===== src/rtl/evt_seq.sv =====
module evt_seq #(
  parameter int DLY_W = 16,
  parameter logic [7:0] GRST_CODE = 8'hA8
) (
  input  logic             clk,
  input  logic             rst_n,
  input  logic             ev_valid,
  input  logic [7:0]       ev_code,
  input  logic             ev_beam,
  input  logic             tick,
  input  logic             grst,
  input  logic             ctx_clr,
  input  logic             tw_en,
  input  logic             tr_en,
  input  logic [15:0]      wdata,
  input  logic             dly_we,
  input  logic [1:0]       dly_sel,
  input  logic [DLY_W-1:0] dly_val,
  output logic [15:0]      rdata,
  output logic             acc_ack,
  output logic             acc_nak,
  output logic             trig,
  output logic             active
);
  localparam int NENT = 8;
  localparam int NTMR = 4;

  logic [15:0]      tbl [NENT];
  logic [DLY_W-1:0] dly [NTMR];
  logic [3:0]       ptr, wcnt;
  logic [2:0]       idx;
  logic [NTMR-1:0]  run, zro;

  wire [2:0] nsub   = tbl[0][2:0];
  wire       tbl_ok = wcnt > {1'b0, nsub};
  wire       ev_grst = grst | (ev_valid & ~ev_beam & (ev_code == GRST_CODE));
  wire       ev_esc = ev_valid & (ev_code == tbl[0][15:8]) & (ev_beam == tbl[0][7]);
  wire       ev_cur = ev_valid & (ev_code == tbl[idx][15:8]) & (ev_beam == tbl[idx][7]);
  wire [2:0] csel   = tbl[idx][6:4];
  wire       busy   = |run;
  wire       expired = |(run & zro);
  wire       in_seq = idx != 3'd0;
  wire       sat    = in_seq & (expired | (~busy & ev_cur & (csel == 3'd7)));
  wire       start  = in_seq & ~busy & ev_cur & (csel != 3'd7);
  wire       fire   = sat & (tbl[idx][3] | (idx == nsub));
  wire       stop   = ev_grst | ~tbl_ok | ev_esc;

  wire first_ok = (wdata[6:4] == 3'd7) & ~wdata[3] & (wdata[2:0] != 3'd0);
  wire later_ok = ~wdata[6] | (wdata[5:4] == 2'b11);
  wire in_rng   = ptr < 4'd8;
  wire wok      = in_rng & ((ptr == 4'd0) ? first_ok : later_ok);

  always_ff @(posedge clk or negedge rst_n) begin
    if (!rst_n) begin
      ptr <= '0;
      wcnt <= '0;
      rdata <= '0;
      acc_ack <= 1'b0;
      acc_nak <= 1'b0;
      for (int i = 0; i < NENT; i++) tbl[i] <= '0;
      for (int i = 0; i < NTMR; i++) dly[i] <= '0;
    end else begin
      acc_ack <= 1'b0;
      acc_nak <= 1'b0;
      if (ctx_clr) begin
        ptr <= '0;
      end else if (tw_en) begin
        if (wok) begin
          tbl[ptr[2:0]] <= wdata;
          ptr <= ptr + 4'd1;
          wcnt <= ptr + 4'd1;
          acc_ack <= 1'b1;
        end else begin
          acc_nak <= 1'b1;
        end
      end else if (tr_en) begin
        if (in_rng) begin
          rdata <= tbl[ptr[2:0]];
          ptr <= ptr + 4'd1;
          acc_ack <= 1'b1;
        end else begin
          acc_nak <= 1'b1;
        end
      end
      if (dly_we) dly[dly_sel] <= dly_val;
    end
  end

  always_ff @(posedge clk or negedge rst_n) begin
    if (!rst_n) begin
      idx <= '0;
      active <= 1'b0;
      trig <= 1'b0;
    end else begin
      trig <= 1'b0;
      if (ev_grst || !tbl_ok) begin
        idx <= '0;
        active <= 1'b0;
      end else if (ev_esc) begin
        idx <= 3'd1;
        active <= 1'b1;
      end else if (fire) begin
        idx <= '0;
        active <= 1'b0;
        trig <= 1'b1;
      end else if (sat) begin
        idx <= idx + 3'd1;
      end
    end
  end

  for (genvar g = 0; g < NTMR; g++) begin : g_tmr
    logic             run_q;
    logic [DLY_W-1:0] cnt_q;
    assign run[g] = run_q;
    assign zro[g] = cnt_q == '0;
    always_ff @(posedge clk or negedge rst_n) begin
      if (!rst_n) begin
        run_q <= 1'b0;
        cnt_q <= '0;
      end else if (stop || (run_q && cnt_q == '0)) begin
        run_q <= 1'b0;
      end else if (start && csel == 3'(g)) begin
        run_q <= 1'b1;
        cnt_q <= dly[g];
      end else if (run_q && tick && cnt_q != '0) begin
        cnt_q <= cnt_q - 1'b1;
      end
    end
  end
endmodule


===== config.mk =====
export PLATFORM = sky130hd
export DESIGN_NAME = evt_seq
export DESIGN_NICKNAME = d
export VERILOG_FILES = /design/src/rtl/evt_seq.sv
export SDC_FILE = /design/constraint.sdc
export NUM_CORES = 1
export LEC_CHECK = 0
export BUFFER_PORTS_ARGS = -buffer_cell sky130_fd_sc_hd__buf_2
export CAP_MARGIN = 10
export CORE_MARGIN = 1
export CORE_UTILIZATION = 40
export CTS_CLUSTER_SIZE = 28
export DETAILED_ROUTE_END_ITERATION = 8
export HOLD_SLACK_MARGIN = 0.15
export PLACE_DENSITY = 0.64
export SLEW_MARGIN = 15
export SYNTH_ARGS = -nofsm -noshare
export SYNTH_HDL_FRONTEND = slang
export SYNTH_SLANG_ARGS = --single-unit

===== constraint.sdc =====
create_clock -name clk -period 2.95 [get_ports clk]
set_clock_uncertainty 0.05 [all_clocks]
set_input_delay 0.4425 -clock clk [delete_from_list [all_inputs] [get_ports clk]]
set_output_delay 0.4425 -clock clk [all_outputs]
set_load 0.03 [all_outputs]

==> results.md, run 1 <==
Status:
- The run finished, with violations left.
- The checks that failed: negative setup slack.

Logic synthesis:
- The cell count after synthesis is 1293.
- For this run, the number of Yosys warnings is 0.
- The netlist area before placement is 0.0149 mm².
- The synthesized design devotes to its leading area cell type roughly half of total area.
- The distinct cell type count of the synthesized netlist is 74.
- After synthesis, the cell types taking the most area are sky130_fd_sc_hd__dfrtp_1 (49%), sky130_fd_sc_hd__mux2_2 (16%), sky130_fd_sc_hd__mux4_2 (4.2%).
- The synthesis-stage register bit count is around 290.
- Synthesis produced a netlist with a net count of between 1000 and 1500.
- In the synthesized netlist the dominant register cell turns out to be sky130_fd_sc_hd__dfrtp_1.
- The mean instance size in the synthesized netlist is between 10 and 15 µm².
- Sequential elements use just under 50% of the synthesized area.
- The leading area contributor after synthesis is sky130_fd_sc_hd__dfrtp_1.
- The synthesized design contains 0 enable-type register cells.
- The fraction of registers with async set or reset after synthesis is 100%.

Run:
- The tool flagged a number of max-cap violations equal to 0.

Global route:
- The via count of the first global-routing pass was 11400.
- The maximum number of pins on one net before global-route repair is 68.
- The global-route wire length before repair is between 60000 and 70000 µm.
- Summed over all layers, the global routing overflow is 0.
- The global router's overall resource usage is between 20% and 30%.
- The number of antenna violations at the first check in global routing is 0.

Drt:
- The detailed-routing iteration count for the pre-antenna-repair pass is 7.
- The final routed DRC violation total is 0.
- The detailed router finished its first iteration with roughly 750 violations.
- The vias per cell is 5.77.
- The total number of vias is 11200.
- Wires add up to ~40000 µm.
- The detail route stage leaves a number of antenna-violating nets equal to 0.
- Dividing the detail-routed wire length by the instance count gives slightly above 20 µm.

Setup path:
- Walking the worst path, the cells encountered are buf_12, mux2i_1, a22o_1, o21a_1, nor4b_4, nand4_4, or4_4, buf_8, buf_12, o21a_1, nor3_2.
- STA puts the critical path data arrival time at between 3 and 4 ns.
- At the worst endpoint, the required time is 3.39 ns.
- The peak per-stage delay on the critical path is 0.55 ns.
- Of all nets on the critical path, the largest fanout is 14.
- STA classifies the critical path startpoint as a flop.
- The library cell contributing the largest single delay on the critical path is sky130_fd_sc_hd__or4_4.
- The type of element capturing the critical path is a flop.
- The critical path is of the reg2reg type.

Clock tree:
- Counting the buffers created by CTS gives 31.
- The clock drives approximately 290 sinks.
- After clock tree synthesis, the clock-pin slew on the worst setup and hold paths is 0.07 ns.
- CTS built an H-tree with a depth of 1.
- CTS placed an instance of sky130_fd_sc_hd__clkbuf_16 at the clock tree root.
- The TritonCTS clock tree is done.
- The insertion delay of the later-clocked pin in the worst-skew pair is 0.58 ns.
- The number of buffers between clock root and the deepest sink is 3.

Pwr:
- The leakage dissipation is 0.00798 µW.
- For this design the ratio of total power to cell area is about 670 mW/mm².
- Overall power consumption after layout is estimated at 12100 µW.
- Across the VDD grid, the largest voltage drop is approximately 0.47 mV.

STA:
- The highest clock frequency the design can meet is between 300 and 400 MHz.
- The count of final max-slew check failures is 0.
- Setup repair after global routing could not meet its margin everywhere.
- Across all setup checks in the final design, the least slack found is -0.112 ns.
- Setup violations remaining at the end of the flow were counted as 15.
- After layout, the minimum clock period comes to 3.06 ns.
- The final sum of negative setup slack is -1.13 ns.
- The max-slew headroom at the worst pin is about two fifths.
- The final hold violation count came to 0.
- The transition time at the pin with the least slew margin is 0.889 ns.
- The share of the clock period used by the worst path after layout is 104%.

Worst hold path:
- The path class of the tightest hold or removal check is in2reg.

Placement:
- The placed cell area is roughly 0.017 mm².
- Buffers placed on the I/O ports in this run total 71.
- Once detailed placement completed, the half-perimeter wirelength came to between 20000 and 30000 µm.
- After detailed placement, the design holds a cell count of 1867.
- The congestion estimate from routability-driven global placement came to 0.881.

Cells and area:
- Cells with a size suffix above 1 make up around a third of the layout.
- The post-layout utilization of the core is 49.1%.
- Relative to the synthesized area, the layout overhead comes to 20.6%.
- After the last flow step, the layout net total stands at between 1500 and 2000.
- The post-route non-filler standard cell count is slightly below 2000.
- 0 antenna diodes ended up in the layout.
- The area of all placed cells without fillers is 0.0180 mm².
- The library cell used most frequently in the layout, excluding fill and tap cells, is sky130_fd_sc_hd__dfrtp_1.
- The library cells used most frequently in the layout, excluding fill and tap cells, are sky130_fd_sc_hd__dfrtp_1 (287), sky130_fd_sc_hd__mux2_2 (206), sky130_fd_sc_hd__buf_4 (93), sky130_fd_sc_hd__buf_2 (71), sky130_fd_sc_hd__nand2_1 (68).

Die:
- The initial utilization of the core area, before any placement, comes to between 40% and 50%.
- Pin placement for this block handled approximately 70 I/O pins.
- The die covers ~0.038 mm².
- The standard cell core area is 0.0367 mm².
- The cell row count is 70.
- The floorplan step set the die height to between 150 and 200 µm.
- In this run the horizontal extent of the chip is 195 µm.
per-layer routing:
metal / wire [µm] / vias to the layer above / track usage (%)
met5: 0 / - / 0
met4: 1210 / 0 / 6.91
met3: 2100 / 70 / 2.68
met2: 18900 / 333 / 34.9
met1: 18200 / 5673 / 29.7
li1: - / 5157 / -
stage by stage:
step	setup slack, ns	hold slack, ns
2_1_floorplan	-0.00971	0.0969
3_3_place_gp	-0.0946	0.381
3_5_place_dp	-0.182	0.372
4_1_cts	-0.104	0.153
5_1_grt	-0.199	0.178
6_report	-0.112	0.170
what timing repair did:
item,CTS,global route
hold buffers,12,0
hold endpoints to repair,107,0
endpoints found under the setup margin,18,57
pin swaps,6,8
gates cloned,0,0
setup buffers,3,10
gates resized for setup,7,24
where the power goes:
group          internal (µW)  leakage [µW]  switching, µW
combinational           1430       0.00372           1640
clock                   2340      0.000507           1650
sequential              4600       0.00376            455
sequential cells by signal (all words and copies together), names as in the netlist:
| register | flops |
|---|---|
| wcnt | 4 |
| idx | 3 |
| g_tmr.run_q | 4 |
| nsub | 3 |
| rdata | 16 |
| acc_ack | 1 |
| trig | 1 |
| ptr | 4 |
| g_tmr.cnt_q | 64 |
| acc_nak | 1 |
| dly | 64 |
| active | 1 |
| tbl | 125 |
cells in the mapped netlist, types with 4 or more instances:
library cell and count:
sky130_fd_sc_hd__nand2b_1 7, sky130_fd_sc_hd__nand4_1 7, sky130_fd_sc_hd__and3_1 11, sky130_fd_sc_hd__ha_1 15, sky130_fd_sc_hd__o21ai_0 35, sky130_fd_sc_hd__o221ai_1 4, sky130_fd_sc_hd__and2_1 7, sky130_fd_sc_hd__dfrtp_1 291
sky130_fd_sc_hd__nor3_1 29, sky130_fd_sc_hd__a22oi_1 11, sky130_fd_sc_hd__nand3b_1 6, sky130_fd_sc_hd__xnor2_1 14, sky130_fd_sc_hd__o22a_1 5, sky130_fd_sc_hd__xor2_1 9, sky130_fd_sc_hd__buf_6 5, sky130_fd_sc_hd__a221oi_1 11
sky130_fd_sc_hd__nand3_1 37, sky130_fd_sc_hd__buf_2 6, sky130_fd_sc_hd__buf_1 4, sky130_fd_sc_hd__a31oi_1 17, sky130_fd_sc_hd__nor2b_1 6, sky130_fd_sc_hd__or3_1 17, sky130_fd_sc_hd__or4_1 4, sky130_fd_sc_hd__o211a_1 7
sky130_fd_sc_hd__mux2_2 206, sky130_fd_sc_hd__mux2_1 8, sky130_fd_sc_hd__a21o_1 5, sky130_fd_sc_hd__nand2_1 69, sky130_fd_sc_hd__mux4_2 28, sky130_fd_sc_hd__a211oi_1 6, sky130_fd_sc_hd__nor3b_1 5, sky130_fd_sc_hd__a21oi_1 60
sky130_fd_sc_hd__a22o_1 5, sky130_fd_sc_hd__nor4_1 12, sky130_fd_sc_hd__inv_1 55, sky130_fd_sc_hd__clkbuf_1 48, sky130_fd_sc_hd__mux2i_1 32, sky130_fd_sc_hd__o22ai_1 35, sky130_fd_sc_hd__a2bb2oi_1 32, sky130_fd_sc_hd__nor4b_1 4
sky130_fd_sc_hd__nor2_1 61, sky130_fd_sc_hd__o21a_1 9, sky130_fd_sc_hd__o21ai_1 4
cell families after synthesis:
kind of cell             count (synthesis)  share of synthesized area (%)
XOR/XNOR                                23                           1.35
AND/OR/NAND/NOR                        303                           10.7
AO/OA/AOI/OAI                          265                           12.0
adder cells (fa/ha/maj)                 15                           1.26
flip-flops                             291                           48.7
buffers and inverters                  121                           3.37
multiplexers                           275                           22.6
worst max-delay path, delay by kind of cell (launching register included):
family	cells	cell delay, ns
buf+inv	3	0.46
simple gates	4	1.23
compound gates	3	0.64
flops	1	0.45
mux	1	0.13
worst paths after layout:
path	startpoint	slack (ns)	cells past startpoint	to
max in group asynchronous	rst_n	1.65	3	dly[63]$_DFFE_PN0P_
setup / recovery	idx[0]$_DFFE_PN0P_	-0.11	11	g_tmr[2].cnt_q[11]$_DFFE_PN0P_
hold / removal	wdata[13]	0.17	2	tbl[77]$_DFFE_PN0P_
hold reg to reg	rdata[11]$_DFFE_PN0P_	0.44	1	rdata[11]$_DFFE_PN0P_
setup reg to reg	idx[0]$_DFFE_PN0P_	-0.11	11	g_tmr[2].cnt_q[11]$_DFFE_PN0P_
min in group asynchronous	rst_n	0.36	2	dly[20]$_DFFE_PN0P_
final cells by class:
| cell class | count | area (µm²) |
|---|---|---|
| Fill cell | 3273 | 18700 |
| Multi-Input combinational cell | 881 | 7360 |
| Sequential cell | 291 | 7290 |
| Timing Repair Buffer | 195 | 1530 |
| Clock buffer | 41 | 873 |
| Tap cell | 468 | 586 |
| Inverter | 57 | 214 |
| Clock inverter | 14 | 163 |
Note: power is estimated with default switching activity, not from simulation.
==> run 2: changes to the inputs <==
--- a/config.mk
+++ b/config.mk
@@ -9,6 +9,7 @@
 export CAP_MARGIN = 10
 export CORE_MARGIN = 1
 export CORE_UTILIZATION = 40
+export CTS_BUF_LIST = sky130_fd_sc_hd__clkbuf_8
 export CTS_CLUSTER_SIZE = 28
 export DETAILED_ROUTE_END_ITERATION = 8
 export HOLD_SLACK_MARGIN = 0.15
==> run 2 against run 1 <==
  * The flow still finishes with violations (negative setup slack)
  * Critical path depth stayed put
  * Non-clock buffer count is 10 higher
  * Via count is 0.89% higher
  * Worst hold slack better by 0.012 ns
  * Highest routed layer unchanged
==> results.md, run 2 (synthesized netlist as in run 1, its figures left out) <==
Status:
- The run finished, with violations left.
- The checks that failed: negative setup slack.

Die:
- The count of pins on the block boundary is a little over 70.
- The die covers roughly 0.038 mm².
- The die boundary height is 195 µm.
- The die width is between 150 and 200 µm.
- In this run the core area contains 70 standard-cell rows.
- The total area inside the core boundary comes to roughly 0.037 mm².
- For this configuration, the core starts out at a cell density of a little over 40%.

Clock tree:
- The number of clock sinks is 291.
- The H-tree depth reported by CTS is 2.
- The clock passes through at most 3 buffers.
- Clock tree synthesis inserted a total of 49 buffers.
- The insertion delay of the later-clocked pin in the worst-skew pair is ~0.60 ns.
- The buffer cell driving the clock tree root is sky130_fd_sc_hd__clkbuf_8.
- Clock-pin slew was measured on the worst setup and hold paths at 0.07 ns.
- TritonCTS built the clock tree.

STA:
- In this run the tightest slew margin relative to its limit is around two fifths.
- The highest clock frequency the design can meet is 326 MHz.
- Setup repair after global routing could not meet its margin everywhere.
- The worst hold margin is 0.182 ns.
- The transition time at the pin with the least slew margin is between 0.8 and 0.9 ns.
- The count of final max-slew check failures came to 0.
- Setup violations remaining at the end of the flow were counted as 15.
- The final hold violation count is 0.
- The worst path uses 104% of the clock period.
- The routed design could run at a clock period as short as just over 3 ns.
- The worst-case setup margin in the final layout is -0.119 ns.

Cells and area:
- The library cell used most frequently in the layout, excluding fill and tap cells, is sky130_fd_sc_hd__dfrtp_1.
- Summing all multi-input logic gate instances after layout gives roughly 0.0074 mm².
- The top cell types in the final layout, fill and taps aside, are sky130_fd_sc_hd__dfrtp_1 (287), sky130_fd_sc_hd__mux2_2 (206), sky130_fd_sc_hd__buf_4 (93), sky130_fd_sc_hd__inv_1 (72), sky130_fd_sc_hd__buf_2 (70).
- The register with the highest flop count is tbl.
- In the final design database the tool counted about 1600 nets.
- The number of antenna diodes in the final layout is 0.
- The signed area change from the synthesized netlist to the final layout is 21.1%.
- After filler insertion, the fill cell instance count of the layout stands at ~3300.
- Of the cells placed in the final design, the portion with a size suffix greater than 1 is 36.0%.
- The area occupied by registers is between 0.007 and 0.008 mm².
- The largest registers in the layout are tbl (125), dly (64), g_tmr.cnt_q (64).
- The register with the most flip-flops in the layout has around 130 of them.
- Cells fill just under 50% of the core in the end.

Global route:
- Global routing consumed, over all layers together, between 20% and 30% of the routing resources.
- The busiest layer in global routing is met2.
- The via count of the first global-routing pass is about 12000.
- The number of antenna violations at the first check in global routing is 0.
- The total overflow left after global routing is 0.
- The met1 capacity usage during global routing is 29.4%.
- In the global route stage, met3 resource usage came out at 3.68%.
- The global routing usage on met2 is between 30% and 40%.
- The global-route wire length before repair is around 65000 µm.
- The maximum number of pins on one net before global-route repair is between 60 and 70.

Setup path:
- The maximum net fanout on the critical path is 14.
- The setup check on the worst reg-to-reg path leaves a slack of -0.12 ns.
- The number of buffers and inverters on the critical path is 3.
- The source of the worst register-to-register timing path is idx[0]$_DFFE_PN0P_.
- The peak per-stage delay on the critical path is approximately 0.55 ns.
- The critical path launch point type is a flop.
- Among the stages of the critical path, the cell type that occurs most often is sky130_fd_sc_hd__buf_12.
- The kind of cell adding the most delay to the critical path is simple AND/OR/NAND/NOR gates.
- The start-to-end type of the worst setup path is reg2reg.
- The worst-case reg-to-reg path depth is 11.
- Data on the critical path arrives at its endpoint at 3.52 ns.
- Among all stages on the critical path, the largest delay is contributed by sky130_fd_sc_hd__or4_4.
- Traced cell by cell, the critical path runs through buf_12, mux2i_1, a22o_1, o21a_1, nor4b_4, nand4_4, or4_4, buf_8, buf_12, a21oi_1, a2bb2oi_1.
- At the worst endpoint, the required time is 3.40 ns.
- The type of element capturing the critical path is a flop.
- The worst register-to-register path ends at g_tmr[2].cnt_q[4]$_DFFE_PN0P_.

Drt:
- Wires add up to around 41000 µm.
- The detailed-route wire length per cell is 20.6 µm.
- The first detailed-routing pass ran for 5 iterations.
- The vias per cell is roughly 5.7.
- Once detail routing completed, the nets flagged for antenna violations numbered 0.
- The final routed DRC violation total is 0.
- Across all layers, the routed design uses 11300 vias.
- The initial detailed-routing violation count is a little under 600.

Pwr:
- The leakage dissipation is approximately 0.008 µW.
- The worst-case IR drop observed on VDD is about 0.43 mV.
- The total power divided by cell area is 643 mW/mm².

Worst hold path:
- The beginning of the worst hold path is dly_val[7].
- Along the worst hold path, the cell count comes to 2.
- The hold path endpoint is dly[7]$_DFFE_PN0P_.
- The tightest min-delay check is of the in2reg type.

Run:
- The count of maximum capacitance violations is 0.

Placement:
- The congestion estimate from routability-driven global placement came to between 0.8 and 0.9.
- The quantity of I/O buffers inserted on ports is between 70 and 80.
- After legalization and detailed placement, the total HPWL measured ~27000 µm.
==> run 2: changes by cell type in the layout (fill, tap and decap cells not counted), moves of 4 or more <==
cell	change
sky130_fd_sc_hd__clkbuf_8	+54
sky130_fd_sc_hd__a2bb2oi_2	+4
sky130_fd_sc_hd__a21oi_1	-6
sky130_fd_sc_hd__a2bb2oi_1	-4
sky130_fd_sc_hd__clkbuf_1	-4
sky130_fd_sc_hd__clkbuf_16	-30
sky130_fd_sc_hd__a21oi_2	+5
sky130_fd_sc_hd__dlygate4sd3_1	+9
sky130_fd_sc_hd__inv_1	+17
==> run 2: layer usage <==
metal	share of wire (%)	up-vias	routed length, µm
met5	0	-	0
met1	44	5717	18200
met2	47	332	19300
met3	5.9	69	2430
met4	2.6	0	1080
li1	-	5215	-
==> run 2: final cells by class <==
cell class / instances / share of cell area, %
clock buffer: 60 / 4.56
clock inverter: 24 / 0.601
inverter: 57 / 1.18
multi-input combinational: 881 / 41.1
sequential: 291 / 40.2
tap: 468 / 3.23
timing repair buffer: 205 / 9.09
==> run 2: how the worst max path moves through the flow <==
| stage | start | to | slack (ns) | cells past startpoint |
|---|---|---|---|---|
| detailed placement | idx[0]$_DFFE_PN0P_ | g_tmr[2].cnt_q[4]$_DFFE_PN0P_ | -0.18 | 11 |
| global route | idx[0]$_DFFE_PN0P_ | g_tmr[2].cnt_q[4]$_DFFE_PN0P_ | -0.24 | 11 |
| CTS | idx[0]$_DFFE_PN0P_ | g_tmr[2].cnt_q[4]$_DFFE_PN0P_ | -0.12 | 11 |
| finish | idx[0]$_DFFE_PN0P_ | g_tmr[2].cnt_q[4]$_DFFE_PN0P_ | -0.12 | 11 |
| floorplan | idx[0]$_DFFE_PN0P_ | g_tmr[2].cnt_q[14]$_DFFE_PN0P_ | -0.01 | 12 |
| global placement | idx[0]$_DFFE_PN0P_ | g_tmr[2].cnt_q[11]$_DFFE_PN0P_ | -0.09 | 11 |
==> run 2: worst reg2reg max path, stage by stage (launching register included) <==
cell                        delay, ns
sky130_fd_sc_hd__dfrtp_2         0.45
sky130_fd_sc_hd__buf_12          0.16
sky130_fd_sc_hd__mux2i_1         0.13
sky130_fd_sc_hd__a22o_1          0.23
sky130_fd_sc_hd__o21a_1          0.22
sky130_fd_sc_hd__nor4b_4         0.37
sky130_fd_sc_hd__nand4_4         0.15
sky130_fd_sc_hd__or4_4           0.55
sky130_fd_sc_hd__buf_8           0.17
sky130_fd_sc_hd__buf_12          0.15
sky130_fd_sc_hd__a21oi_1         0.15
sky130_fd_sc_hd__a2bb2oi_1       0.18
==> run 2: where the power goes <==
part	switching (µW)	internal, µW
Combinational	1660	1440
Sequential	452	4600
Clock	1670	1830
==> run 2: repair_timing <==
item,4_1_cts,5_1_grt
setup endpoints to repair,18,61
hold endpoints to repair,168,0
setup buffers,3,10
hold buffers,21,0
cloned,0,1
resized for setup,7,40
pin swaps,6,10
==> run 2: through the flow <==
step                 TNS, ns  power (µW)  std cells  cell area, µm²  setup WS [ns]
finish                 -1.14       11600       1986           18100         -0.119
CTS                    -1.12       11600       1975           17800         -0.117
global route           -4.09       12300       1986           18100         -0.236
global placement      -0.550        7970       1867           16600        -0.0946
floorplan           -0.00971        6910       1293           15000       -0.00971
detailed placement     -1.78        8050       1867           16600         -0.182
